==> config.mk <==
export PLATFORM = sky130hd
export DESIGN_NAME = acq_sequencer
export DESIGN_NICKNAME = d
export VERILOG_FILES = /design/src/rtl/acq_seq_pkg.sv /design/src/rtl/acq_seq_timer.sv /design/src/rtl/acq_seq_done_track.sv /design/src/rtl/acq_seq_ctrl.sv /design/src/rtl/acq_sequencer.sv
export SDC_FILE = /design/constraint.sdc
export NUM_CORES = 1
export LEC_CHECK = 0
export ABC_AREA = 1
export BUFFER_PORTS_ARGS = -buffer_cell sky130_fd_sc_hd__buf_2
export CAP_MARGIN = 20
export CORE_MARGIN = 4
export CORE_UTILIZATION = 45
export DETAILED_ROUTE_END_ITERATION = 6
export SLEW_MARGIN = 20
export SYNTH_ARGS = -nofsm -noshare
export SYNTH_HDL_FRONTEND = slang
export SYNTH_HIERARCHICAL = 1
export SYNTH_SLANG_ARGS = --single-unit
==> constraint.sdc <==
create_clock -name clk -period 4.5 [get_ports clk]
set_input_delay 0.225 -clock clk [delete_from_list [all_inputs] [get_ports clk]]
set_output_delay 0.225 -clock clk [all_outputs]
set_load 0.05 [all_outputs]
==> src/rtl/acq_seq_pkg.sv <==
package acq_seq_pkg;

    typedef enum logic [1:0] {
        ST_IDLE    = 2'd0,
        ST_CONVERT = 2'd1,
        ST_LAUNCH  = 2'd2,
        ST_HOLD    = 2'd3
    } seq_state_e;

    typedef struct packed {
        logic trig;
        logic clr;
        logic rdo_busy;
    } seq_req_t;

    // width of a down-counter that must hold n-1
    function automatic int cnt_width(input int n);
        return (n < 3) ? 1 : $clog2(n);
    endfunction

endpackage

==> src/rtl/acq_seq_timer.sv <==
module acq_seq_timer #(
    parameter int W = 4
) (
    input  logic         clk,
    input  logic         rst,
    input  logic         load,
    input  logic [W-1:0] load_val,
    input  logic         run,
    output logic         expired
);
    logic [W-1:0] cnt_q;

    always_ff @(posedge clk) begin
        if (rst)
            cnt_q <= '0;
        else if (load)
            cnt_q <= load_val;
        else if (run && cnt_q != '0)
            cnt_q <= cnt_q - 1'b1;
    end

    assign expired = (cnt_q == '0);

    // counter never moves upward except on a load
    p_timer_down_r6: assert property (@(posedge clk) disable iff (rst)
        !load |=> cnt_q <= $past(cnt_q));

endmodule

==> src/rtl/acq_seq_done_track.sv <==
module acq_seq_done_track #(
    parameter int N = 2
) (
    input  logic         clk,
    input  logic         rst,
    input  logic         clear,
    input  logic         capture,
    input  logic [N-1:0] done_i,
    output logic         all_done
);
    logic [N-1:0] seen_q;
    logic [N-1:0] seen_now;

    for (genvar g = 0; g < N; g++) begin : g_flag
        always_ff @(posedge clk) begin
            if (rst || clear)
                seen_q[g] <= 1'b0;
            else if (capture && done_i[g])
                seen_q[g] <= 1'b1;
        end
        assign seen_now[g] = seen_q[g] | done_i[g];

        // a recorded flag is kept until the next conversion starts
        p_seen_keep_r4: assert property (@(posedge clk) disable iff (rst)
            seen_q[g] && !clear |=> seen_q[g]);
    end

    assign all_done = capture && (&seen_now);

endmodule

==> src/rtl/acq_seq_ctrl.sv <==
module acq_seq_ctrl
    import acq_seq_pkg::*;
(
    input  logic       clk,
    input  logic       rst,
    input  seq_req_t   req,
    input  logic       all_done,
    input  logic       hold_exp,
    input  logic       tmo_exp,
    output seq_state_e state_q,
    output logic       enter_conv,
    output logic       enter_hold,
    output logic       conv_start_q,
    output logic       err_q
);
    seq_state_e state_d;
    logic       timed_out;

    always_comb begin
        state_d = state_q;
        unique case (state_q)
            ST_IDLE: begin
                if (req.trig && !req.rdo_busy) state_d = ST_CONVERT;
                else if (req.clr)              state_d = ST_HOLD;
            end
            ST_CONVERT: begin
                if (all_done)     state_d = ST_LAUNCH;
                else if (tmo_exp) state_d = ST_HOLD;
            end
            ST_LAUNCH: state_d = ST_HOLD;
            ST_HOLD: begin
                if (hold_exp) state_d = ST_IDLE;
            end
            default: state_d = ST_IDLE;
        endcase
    end

    assign enter_conv = (state_q == ST_IDLE) && (state_d == ST_CONVERT);
    assign enter_hold = (state_q != ST_HOLD) && (state_d == ST_HOLD);
    assign timed_out  = (state_q == ST_CONVERT) && !all_done && tmo_exp;

    always_ff @(posedge clk) begin
        if (rst) begin
            state_q      <= ST_IDLE;
            conv_start_q <= 1'b0;
            err_q        <= 1'b0;
        end else begin
            state_q      <= state_d;
            conv_start_q <= enter_conv;
            err_q        <= err_q | timed_out;
        end
    end

    p_start_one_r2: assert property (@(posedge clk) disable iff (rst)
        conv_start_q |=> !conv_start_q);
    p_start_in_conv_r2: assert property (@(posedge clk) disable iff (rst)
        conv_start_q |-> state_q == ST_CONVERT);
    p_trig_wins_r8: assert property (@(posedge clk) disable iff (rst)
        state_q == ST_IDLE && req.trig && req.clr && !req.rdo_busy |=> state_q == ST_CONVERT);
    p_busy_blocks_r9: assert property (@(posedge clk) disable iff (rst)
        state_q == ST_IDLE && req.rdo_busy |=> state_q != ST_CONVERT);
    p_err_sticky_r10: assert property (@(posedge clk) disable iff (rst)
        err_q |=> err_q);
    p_launch_one_r5: assert property (@(posedge clk) disable iff (rst)
        state_q == ST_LAUNCH |=> state_q == ST_HOLD);

endmodule

==> src/rtl/acq_sequencer.sv <==
module acq_sequencer
    import acq_seq_pkg::*;
#(
    parameter int N_CONV         = 2,
    parameter int HOLD_CYCLES    = 4,
    parameter int TIMEOUT_CYCLES = 1024
) (
    input  logic              clk,
    input  logic              rst,
    input  logic              trig_i,
    input  logic              clr_i,
    input  logic [N_CONV-1:0] conv_done_i,
    input  logic              rdo_busy_i,
    output logic              conv_start_o,
    output logic              conv_clk_en_o,
    output logic              hold_rst_o,
    output logic              rdo_start_o,
    output logic              busy_o,
    output logic              timeout_err_o
);
    localparam int HOLD_W = cnt_width(HOLD_CYCLES);
    localparam int TMO_W  = cnt_width(TIMEOUT_CYCLES);
    localparam logic [HOLD_W-1:0] HOLD_LOAD = HOLD_W'(HOLD_CYCLES - 1);
    localparam logic [TMO_W-1:0]  TMO_LOAD  = TMO_W'(TIMEOUT_CYCLES - 1);

    seq_req_t   req;
    seq_state_e state;
    logic       enter_conv, enter_hold;
    logic       all_done, hold_exp, tmo_exp;
    logic       in_conv, in_hold;

    assign req.trig     = trig_i;
    assign req.clr      = clr_i;
    assign req.rdo_busy = rdo_busy_i;
    assign in_conv      = (state == ST_CONVERT);
    assign in_hold      = (state == ST_HOLD);

    acq_seq_ctrl u_ctrl (
        .clk          (clk),
        .rst          (rst),
        .req          (req),
        .all_done     (all_done),
        .hold_exp     (hold_exp),
        .tmo_exp      (tmo_exp),
        .state_q      (state),
        .enter_conv   (enter_conv),
        .enter_hold   (enter_hold),
        .conv_start_q (conv_start_o),
        .err_q        (timeout_err_o)
    );

    acq_seq_done_track #(.N(N_CONV)) u_done (
        .clk      (clk),
        .rst      (rst),
        .clear    (enter_conv),
        .capture  (in_conv),
        .done_i   (conv_done_i),
        .all_done (all_done)
    );

    acq_seq_timer #(.W(HOLD_W)) u_hold_tmr (
        .clk      (clk),
        .rst      (rst),
        .load     (enter_hold),
        .load_val (HOLD_LOAD),
        .run      (in_hold),
        .expired  (hold_exp)
    );

    acq_seq_timer #(.W(TMO_W)) u_tmo_tmr (
        .clk      (clk),
        .rst      (rst),
        .load     (enter_conv),
        .load_val (TMO_LOAD),
        .run      (in_conv),
        .expired  (tmo_exp)
    );

    assign conv_clk_en_o = in_conv;
    assign hold_rst_o    = in_hold;
    assign rdo_start_o   = (state == ST_LAUNCH);
    assign busy_o        = (state != ST_IDLE) || rdo_busy_i;

    p_clk_quiet_r3: assert property (@(posedge clk) disable iff (rst)
        conv_clk_en_o |-> !hold_rst_o && !rdo_start_o);
    p_rdo_then_hold_r5: assert property (@(posedge clk) disable iff (rst)
        rdo_start_o |=> !rdo_start_o && hold_rst_o);
    p_clr_no_conv_r7: assert property (@(posedge clk) disable iff (rst)
        !busy_o && clr_i && !trig_i |=> hold_rst_o && !conv_clk_en_o);

endmodule

Yosys cells after proc, flatten, opt, wreduce, memory -nomap -nowiden

Index checks and enable logic that the tools add are counted.
Widths: inputs -> output; s select.

Reduce and logical (&&, ||, !) cells: 23
Add/subtract/negate cells: 2
Equality and inequality tests: 6
Bitwise operators: 3
Muxes and demuxes: 10

Operators with widths:

| kind                  | number |
|---|---|
| $mux 10               | 2 |
| $mux 2                | 7 |
| $logic_and 1x1->1     | 10 |
| $logic_not 10->1      | 1 |
| $reduce_bool 10->1    | 1 |
| $sub 10x1->10 const B | 1 |
| $pmux 2 s4            | 1 |
| $reduce_bool 2->1     | 4 |
| $eq 2x2->1 const B    | 3 |
| $eq 2x1->1 const B    | 2 |
| $logic_not 2->1       | 2 |
| $or 1x1->1            | 3 |
| $logic_not 1->1       | 2 |
| $logic_or 1x1->1      | 2 |
| $ne 2x2->1 const B    | 1 |
| $reduce_and 2->1      | 1 |
| $sub 2x1->2 const B   | 1 |

Register bits: 18
Logic and storage cells: 51
Output and inout port bits: 6

Depth between registers and ports, before layout

Gate-level depths: netlist of run 1.

Word-level depth: 8
Depth in mapped cells: 18
Gate-level depth less buffers: 18

By module

Netlist of run 1, hierarchy kept.

Modules (own cells, without submodules):

| module                      | area each (µm²) | times used | cells each | seq. area each (µm²) |
|---|---|---|---|---|
| acq_seq_timer at u_tmo_tmr  | 758.2           | 1          | 116        | 200.2 |
| acq_seq_ctrl                | 261.5           | 1          | 43         | 80.1 |
| acq_seq_timer at u_hold_tmr | 140.1           | 1          | 25         | 40.0 |
| acq_seq_done_track          | 93.8            | 1          | 16         | 40.0 |
| acq_sequencer               | 33.8            | 1          | 9          | 0.0 |

Worst setup path after synthesis of run 1

OpenSTA, ideal clock, no wires.

Path kind: register to register
Start point: reg u_ctrl.state_q[0]
End point: reg u_tmo_tmr.cnt_q[4]
Cell stages (with the launch flop): 16
Slack: 1.642 ns
Period minus slack after synthesis: 2.858 ns
Arrival: 2.789 ns
Required time: 4.430 ns
Path buffers: 1
Cells stage by stage: dfxtp_1 -> inv_1 -> nor2_1 -> o21ai_0 -> nor2_1 -> inv_1 -> nand3_1 -> nand2_2 -> nand2_1 -> nor2_1 -> inv_2 -> buf_2 -> o21ai_0 -> nand2_1 -> nand2_1 -> a21oi_1

Longest elaborated chain between the ends: 7

RTL lines:

| item                                         | RTL line                 | text |
|---|---|---|
| start: declaration                           | acq_seq_ctrl.sv:10       | `output seq_state_e state_q,` |
| start signal: assignment                     | acq_seq_ctrl.sv:48       | `state_q <= state_d;` |
| $eq 2x1->1 (*)                               | acq_sequencer.sv:35      | `assign in_conv = (state == ST_CONVERT);` |
| net conv_clk_en_o                            | acq_sequencer.sv:15      | `output logic conv_clk_en_o,` |
| $logic_and 1x1->1 (*)                        | acq_seq_done_track.sv:28 | `assign all_done = capture && (&seen_now);` |
| net all_done                                 | acq_sequencer.sv:29      | `logic all_done, hold_exp, tmo_exp;` |
| $mux 2 (*)                                   | acq_seq_ctrl.sv:27       | `if (all_done) state_d = ST_LAUNCH;` |
| $pmux 2 s4 (*)                               | acq_seq_ctrl.sv:21       | `unique case (state_q)` |
| $eq 2x1->1 (*)                               | acq_seq_ctrl.sv:38       | `assign enter_conv = (state_q == ST_IDLE) && (state_d == ST_CONVERT);` |
| $logic_and 1x1->1 (*)                        | acq_seq_ctrl.sv:38       |  |
| net enter_conv                               | acq_sequencer.sv:28      | `logic enter_conv, enter_hold;` |
| $mux 10 or $reduce_bool 2->1 (tied branches) | -                        |  |
| end signal: assignment                       | acq_seq_timer.sv:17      | `cnt_q <= load_val;` |
| end signal: assignment                       | acq_seq_timer.sv:19      | `cnt_q <= cnt_q - 1'b1;` |
| end: declaration                             | acq_seq_timer.sv:11      | `logic [W-1:0] cnt_q;` |

The timed path passes the listed nets; every way through them passes the cells marked *.
A chain may end at the register's enable or synchronous reset.

Worst setup path after layout of run 1

Start point: reg u_ctrl.state_q[1]
End point: reg u_tmo_tmr.cnt_q[3]

Longest elaborated chain between the ends: 7

RTL lines:

| item                                         | RTL line |
|---|---|
| $eq 2x1->1 (*)                               | acq_sequencer.sv:35 |
| $logic_and 1x1->1 (*)                        | acq_seq_done_track.sv:28 |
| net all_done                                 | acq_sequencer.sv:29 |
| $mux 2 (*)                                   | acq_seq_ctrl.sv:27 |
| $pmux 2 s4 (*)                               | acq_seq_ctrl.sv:21 |
| $eq 2x1->1 (*)                               | acq_seq_ctrl.sv:38 |
| $logic_and 1x1->1 (*)                        | acq_seq_ctrl.sv:38 |
| net enter_conv                               | acq_sequencer.sv:28 |
| $mux 10 or $reduce_bool 2->1 (tied branches) | - |

Marked as above.

==> results of run 1 <==
-- per-layer routing --
metal  global-route usage  up-vias
met1                0.216      529
met2                0.254       16
met5                    0        -
met3               0.0314        2
met4               0.0636        0
li1                     -      680
-- worst reg2reg max path: cells and delay by family, from the launching register on --
kind,cells,cell delay [ns]
AND/OR/NAND/NOR,7,1.35
flip-flops,1,0.50
AO/OA/AOI/OAI,3,0.40
buffers and inverters,2,0.40
-- cells by family (layout without fill, tap and decap cells) --
| kind of cell | count (synthesis) | count (layout) | share of synthesized area |
|---|---|---|---|
| AO/OA/AOI/OAI | 19 | 19 | 0.0787 |
| XOR/XNOR | 2 | 2 | 0.0136 |
| adder cells (fa/ha/maj) | 2 | 2 | 0.0194 |
| buffers and inverters | 41 | 55 | 0.120 |
| flip-flops | 18 | 18 | 0.280 |
| other | 1 | 12 | 0.00291 |
| AND/OR/NAND/NOR | 126 | 126 | 0.485 |
-- synthesized netlist by cell type (all sizes together) --
| cell type | instances |
|---|---|
| nand2 | 69 |
| inv | 39 |
| nor2 | 31 |
| nand3 | 22 |
| dfxtp | 18 |
| a21oi | 9 |
| o21ai | 9 |
| nand4 | 3 |
| ha | 2 |
| buf | 1 |
| clkbuf | 1 |
| conb | 1 |
| nand3b | 1 |
| o21a | 1 |
| xnor2 | 1 |
| xor2 | 1 |
-- flip-flops by register name (all words and copies together), names as in the netlist --
signal and cells:
u_ctrl/err_q 1, u_done/seen_q 2, u_ctrl/state_q 2, u_tmo_tmr/cnt_q 10, u_hold_tmr/cnt_q 2, u_ctrl/conv_start_q 1
-- worst max-delay path by stage --
| stage | from | to | slack, ns | cells after the start |
|---|---|---|---|---|
| detailed placement | u_ctrl/state_q[1]$_SDFF_PP0_ | u_tmo_tmr/cnt_q[3]$_SDFFE_PP0P_ | 1.78 | 12 |
| floorplan | u_ctrl/state_q[0]$_SDFF_PP0_ | u_tmo_tmr/cnt_q[4]$_SDFFE_PP0P_ | 1.64 | 15 |
| finish | u_ctrl/state_q[1]$_SDFF_PP0_ | u_tmo_tmr/cnt_q[3]$_SDFFE_PP0P_ | 1.77 | 12 |
| global route | u_ctrl/state_q[1]$_SDFF_PP0_ | u_tmo_tmr/cnt_q[3]$_SDFFE_PP0P_ | 1.39 | 12 |
| global placement | u_ctrl/state_q[1]$_SDFF_PP0_ | u_tmo_tmr/cnt_q[3]$_SDFFE_PP0P_ | 1.93 | 12 |
| CTS | u_ctrl/state_q[1]$_SDFF_PP0_ | u_tmo_tmr/cnt_q[3]$_SDFFE_PP0P_ | 1.76 | 12 |
-- stage by stage --
stage	area (um^2)	std cells	setup WS [ns]	hold slack, ns
after floorplan	1330	220	1.64	0.287
after global placement	1420	261	1.93	0.435
after detailed placement	1420	261	1.78	0.444
after CTS	1460	265	1.76	0.189
after global routing	1460	265	1.39	0.203
final	1460	265	1.77	0.200
-- area by class of cell --
| class | instances | area (um^2) | area share |
|---|---|---|---|
| repair buffers | 12 | 60.1 | 0.0413 |
| clock buffers | 4 | 36.3 | 0.0249 |
| multi-input cells | 161 | 813 | 0.559 |
| well taps | 31 | 38.8 | 0.0267 |
| inverters | 39 | 146 | 0.101 |
| flip-flops and latches | 18 | 360 | 0.248 |
==> impl_metrics.yaml, run 1 <==
routing:
  viasPerCell: 4.63
  ant_nets: 0
  drt_iter0_drc: 27
  drc_errors: 0
  wl_met3_um: 124
  vias: 1227
  drt-pass1-iter-count: 5
  wire_per_inst_um: 9.79
  wl_met2_um: 1160
  m1WireLength_um: 1290
  routed_wl_um: 2600
  top_layer: "met4"
finish:
  antenna_cells: 0
  layout.nets: 244
  layout-drive-gt1-share: 0.201
  syn_to_final_growth_pct: 13.0
  nFillCells: 278
  final_common_cell: "nand2_1"
  final_cell_mix: "nand2_1 (64), inv_1 (29), nor2_1 (19), nand3_1 (19), dfxtp_1 (18)"
  fin_util: 0.532
setup_path:
  crit_slowest_cell: "nor2_1"
  rr_startpoint: "u_ctrl/state_q[1]$_SDFF_PP0_"
  required_ns: 4.70
  rr_endpoint: "u_tmo_tmr/cnt_q[3]$_SDFFE_PP0P_"
  rrSetupSlack_ns: 1.77
  cp-end-kind: "flop"
  path_common_cell: "nor2_1"
  path_cells: "nor2_1, o21ai_0, nor2_1, inv_1, nand3_1, nand2_2, nand2_1, nor2_1, inv_2, nand3_1, o21ai_0, o21a_1"
  cp-start-kind: "flop"
  crit_fanout: 15
  r2r_cells: 12
  crit_type: "flop to flop"
  arrival_ns: 2.93
  crit_family: "simple AND/OR/NAND/NOR gates"
  crit_buf_inv: 2
  critPathMaxStageDelay_ns: 0.65
floorplanning:
  fp.dieH_um: 61.5
  core_area_um2: 2730
  placementRows: 19
  ioPinCount: 13
  start_util: 0.471
  die_area_um2: 3780
  fp.dieW_um: 61.5
flow_run:
  cap_violations: 0
min_path:
  hp-class: "input port to flop"
  worstHoldPathCells: 5
  whs_endpoint: "u_done/seen_q[0]$_SDFFE_PP0P_"
  hp-start: "conv_done_i[0]"
timing:
  finalSetupViolations: 0
  slew_headroom: 0.441
  min_period_ns: 2.73
  final.setup.tns_ns: 0
  skew_ns: 0.00638
  post-route-period-util: 0.606
  clock.fmax_mhz: 367
  worst_pin_slew_ns: 0.835
  slew_viol_final: 0
  hold_violations: 0
  rsz0062_at_grt: "false"
outcome:
  status: "completed"
synth:
  yosys.area.top_type_share: 0.280
  yosys_warnings: 6
  ys_top_cells_by_area: "dfxtp_1 (28%), nand2_1 (19%), inv_1 (8.5%)"
  syn_inst: 209
  yosysTopAreaCell: "dfxtp_1"
  synth_area_per_cell_um2: 6.16
  ys_seq_area_frac: 0.280
  ys_types: 26
  synth-seq-cells: 18
  syn_area_um2: 1290
clocking:
  cts_resized: 0
  cts_buffers: 3
  cts_root_buf: "clkbuf_4"
  path_clk_slew_ns: 0.11
  insertion_delay_ns: 0.29
  tritoncts: "done"
  clk_path_buf_depth: 2
  clock-sinks: 18
  cts_max_level: 1
  ctsHoldBuffers: 0
  post-cts-setup-buffers: 0
place:
  post-dp-hpwl_um: 1990
  place_congestion: 0.825
  port_buffers: 12
global_route:
  grt-ovfl-total: 0
  grt_pass1_wl_um: 4560
  antenna_found_initial: 0
  grt_start_max_net_pins: 16
  grt_pass1_vias: 1059
  track_usage: 0.162
Power of run 1 is left out: the tool's default activity adds up to more than one toggle a clock period on the data nets, which glitch-free logic cannot reach.
==> inputs of run 2 (changes only) <==
--- a/config.mk
+++ b/config.mk
@@ -11,6 +11,7 @@
 export CORE_MARGIN = 4
 export CORE_UTILIZATION = 45
 export DETAILED_ROUTE_END_ITERATION = 6
+export PLACE_DENSITY = 0.66
 export SLEW_MARGIN = 20
 export SYNTH_ARGS = -nofsm -noshare
 export SYNTH_HDL_FRONTEND = slang
==> constraint.sdc (replaced) <==
create_clock -name clk -period 2.2 [get_ports clk]
set_input_delay 0.11 -clock clk [delete_from_list [all_inputs] [get_ports clk]]
set_output_delay 0.11 -clock clk [all_outputs]
set_load 0.05 [all_outputs]
==> impl_metrics.yaml, run 2 (synthesized netlist as in run 1, its figures left out) <==
outcome:
  status: "completed"
floorplanning:
  die_area_um2: 3780
  fp.dieW_um: 61.5
  start_util: 0.471
  ioPinCount: 13
  placementRows: 19
  core_area_um2: 2730
  fp.dieH_um: 61.5
setup_path:
  crit_buf_inv: 5
  crit_type: "flop to flop"
  crit_slowest_cell: "dfxtp_1"
  cp-end-kind: "flop"
  crit_family: "simple AND/OR/NAND/NOR gates"
  required_ns: 2.42
  cp-start-kind: "flop"
  arrival_ns: 2.14
  crit_fanout: 4
  critPathMaxStageDelay_ns: 0.34
  path_cells: "inv_1, ha_1, nand2_4, nor2_4, nand3_4, inv_1, inv_1, nand2_1, nand2_1, nand2_1, nor2_2, nor2_2, inv_2, nand2_1, inv_1, nor2_1, nor2_1"
global_route:
  grt_pass1_vias: 1018
  track_usage: 0.160
  grt-ovfl-total: 0
  antenna_found_initial: 0
  grt_pass1_wl_um: 4470
  grt_start_max_net_pins: 16
timing:
  post-route-period-util: 0.870
  rsz0062_at_grt: "false"
  final.setup.tns_ns: 0
  finalSetupViolations: 0
  hold_violations: 0
  clock.fmax_mhz: 522
  min_period_ns: 1.91
  slew_viol_final: 0
  skew_ns: 0.00617
clocking:
  insertion_delay_ns: 0.31
  path_clk_slew_ns: 0.11
  cts_max_level: 1
  ctsHoldBuffers: 0
  cts_buffers: 3
  cts_resized: 0
  post-cts-setup-buffers: 0
  clk_path_buf_depth: 2
  clock-sinks: 18
  tritoncts: "done"
  cts_root_buf: "clkbuf_4"
flow_run:
  cap_violations: 0
routing:
  viasPerCell: 4.54
  drt-pass1-iter-count: 4
  routed_wl_um: 2580
  drc_errors: 0
  drt_iter0_drc: 43
  wire_per_inst_um: 9.62
  vias: 1216
  ant_nets: 0
finish:
  antenna_cells: 0
  syn_to_final_growth_pct: 15.5
  final_cell_mix: "nand2_1 (64), inv_1 (29), nand3_1 (19), nor2_1 (18), dfxtp_1 (17)"
  final_common_cell: "nand2_1"
  largest_reg_flops: 10
  layout-drive-gt1-share: 0.219
  nFillCells: 259
  regMostFlops: "u_tmo_tmr/cnt_q"
  layout.nets: 247
  stdcell_count: 268
place:
  port_buffers: 12
  place_congestion: 0.789
  place_inst: 264
  post-dp-hpwl_um: 1920
min_path:
  hp-class: "input port to flop"
-- run 2: cell count changes in the layout (fill, tap and decap cells not counted) --
cell     delta
dfxtp_1     -1
buf_4       +3
nor2_4      +1
dfxtp_2     +1
nor2_1      -1
-- run 2: stage by stage --
step | cell area (um^2) | hold WS [ns] | utilization | worst slack (ns)
2_1_floorplan | 1340 | 0.172 | - | 0.0485
3_3_place_gp | 1450 | 0.394 | 0.530 | 0.304
3_5_place_dp | 1450 | 0.392 | 0.530 | 0.299
4_1_cts | 1490 | 0.0609 | 0.544 | 0.275
5_1_grt | 1490 | 0.0760 | 0.544 | 0.0262
6_report | 1490 | 0.0744 | 0.544 | 0.285
-- run 2: cell type report --
class / instances / area [um^2] / share of cell area
Multi-Input combinational cell: 161 / 821 / 0.552
Sequential cell: 18 / 362 / 0.243
Inverter: 39 / 146 / 0.0985
Timing Repair Buffer: 15 / 82.6 / 0.0556
Tap cell: 31 / 38.8 / 0.0261
Clock buffer: 4 / 36.3 / 0.0244
-- run 2: worst reg2reg max path, cell delays in order, from the launching register on --
cell	delay, ns
dfxtp_1	0.34
inv_1	0.09
ha_1	0.24
nand2_4	0.08
nor2_4	0.13
nand3_4	0.12
inv_1	0.09
inv_1	0.04
nand2_1	0.05
nand2_1	0.05
nand2_1	0.07
nor2_2	0.04
nor2_2	0.17
inv_2	0.06
nand2_1	0.10
inv_1	0.05
nor2_1	0.08
nor2_1	0.04
-- run 2: final timing paths --
check,from,cells after the start,to,slack [ns]
worst max-delay path,u_tmo_tmr/cnt_q[0]$_SDFFE_PP0P_,17,u_hold_tmr/cnt_q[1]$_SDFFE_PP0P_,0.29
worst min-delay path,conv_done_i[0],5,u_done/seen_q[0]$_SDFFE_PP0P_,0.07
worst min register to register,u_ctrl/err_q$_SDFF_PP0_,2,u_ctrl/err_q$_SDFF_PP0_,0.45
worst max register to register,u_tmo_tmr/cnt_q[0]$_SDFFE_PP0P_,17,u_hold_tmr/cnt_q[1]$_SDFFE_PP0P_,0.29
-- run 2: per-layer routing --
| metal | routed length [um] | track usage |
|---|---|---|
| met2 | 1090 | 0.226 |
| met4 | 43 | 0.0727 |
| met5 | 0 | 0 |
| met1 | 1300 | 0.224 |
| met3 | 153 | 0.0440 |
Power of run 2 is left out for the same reason.
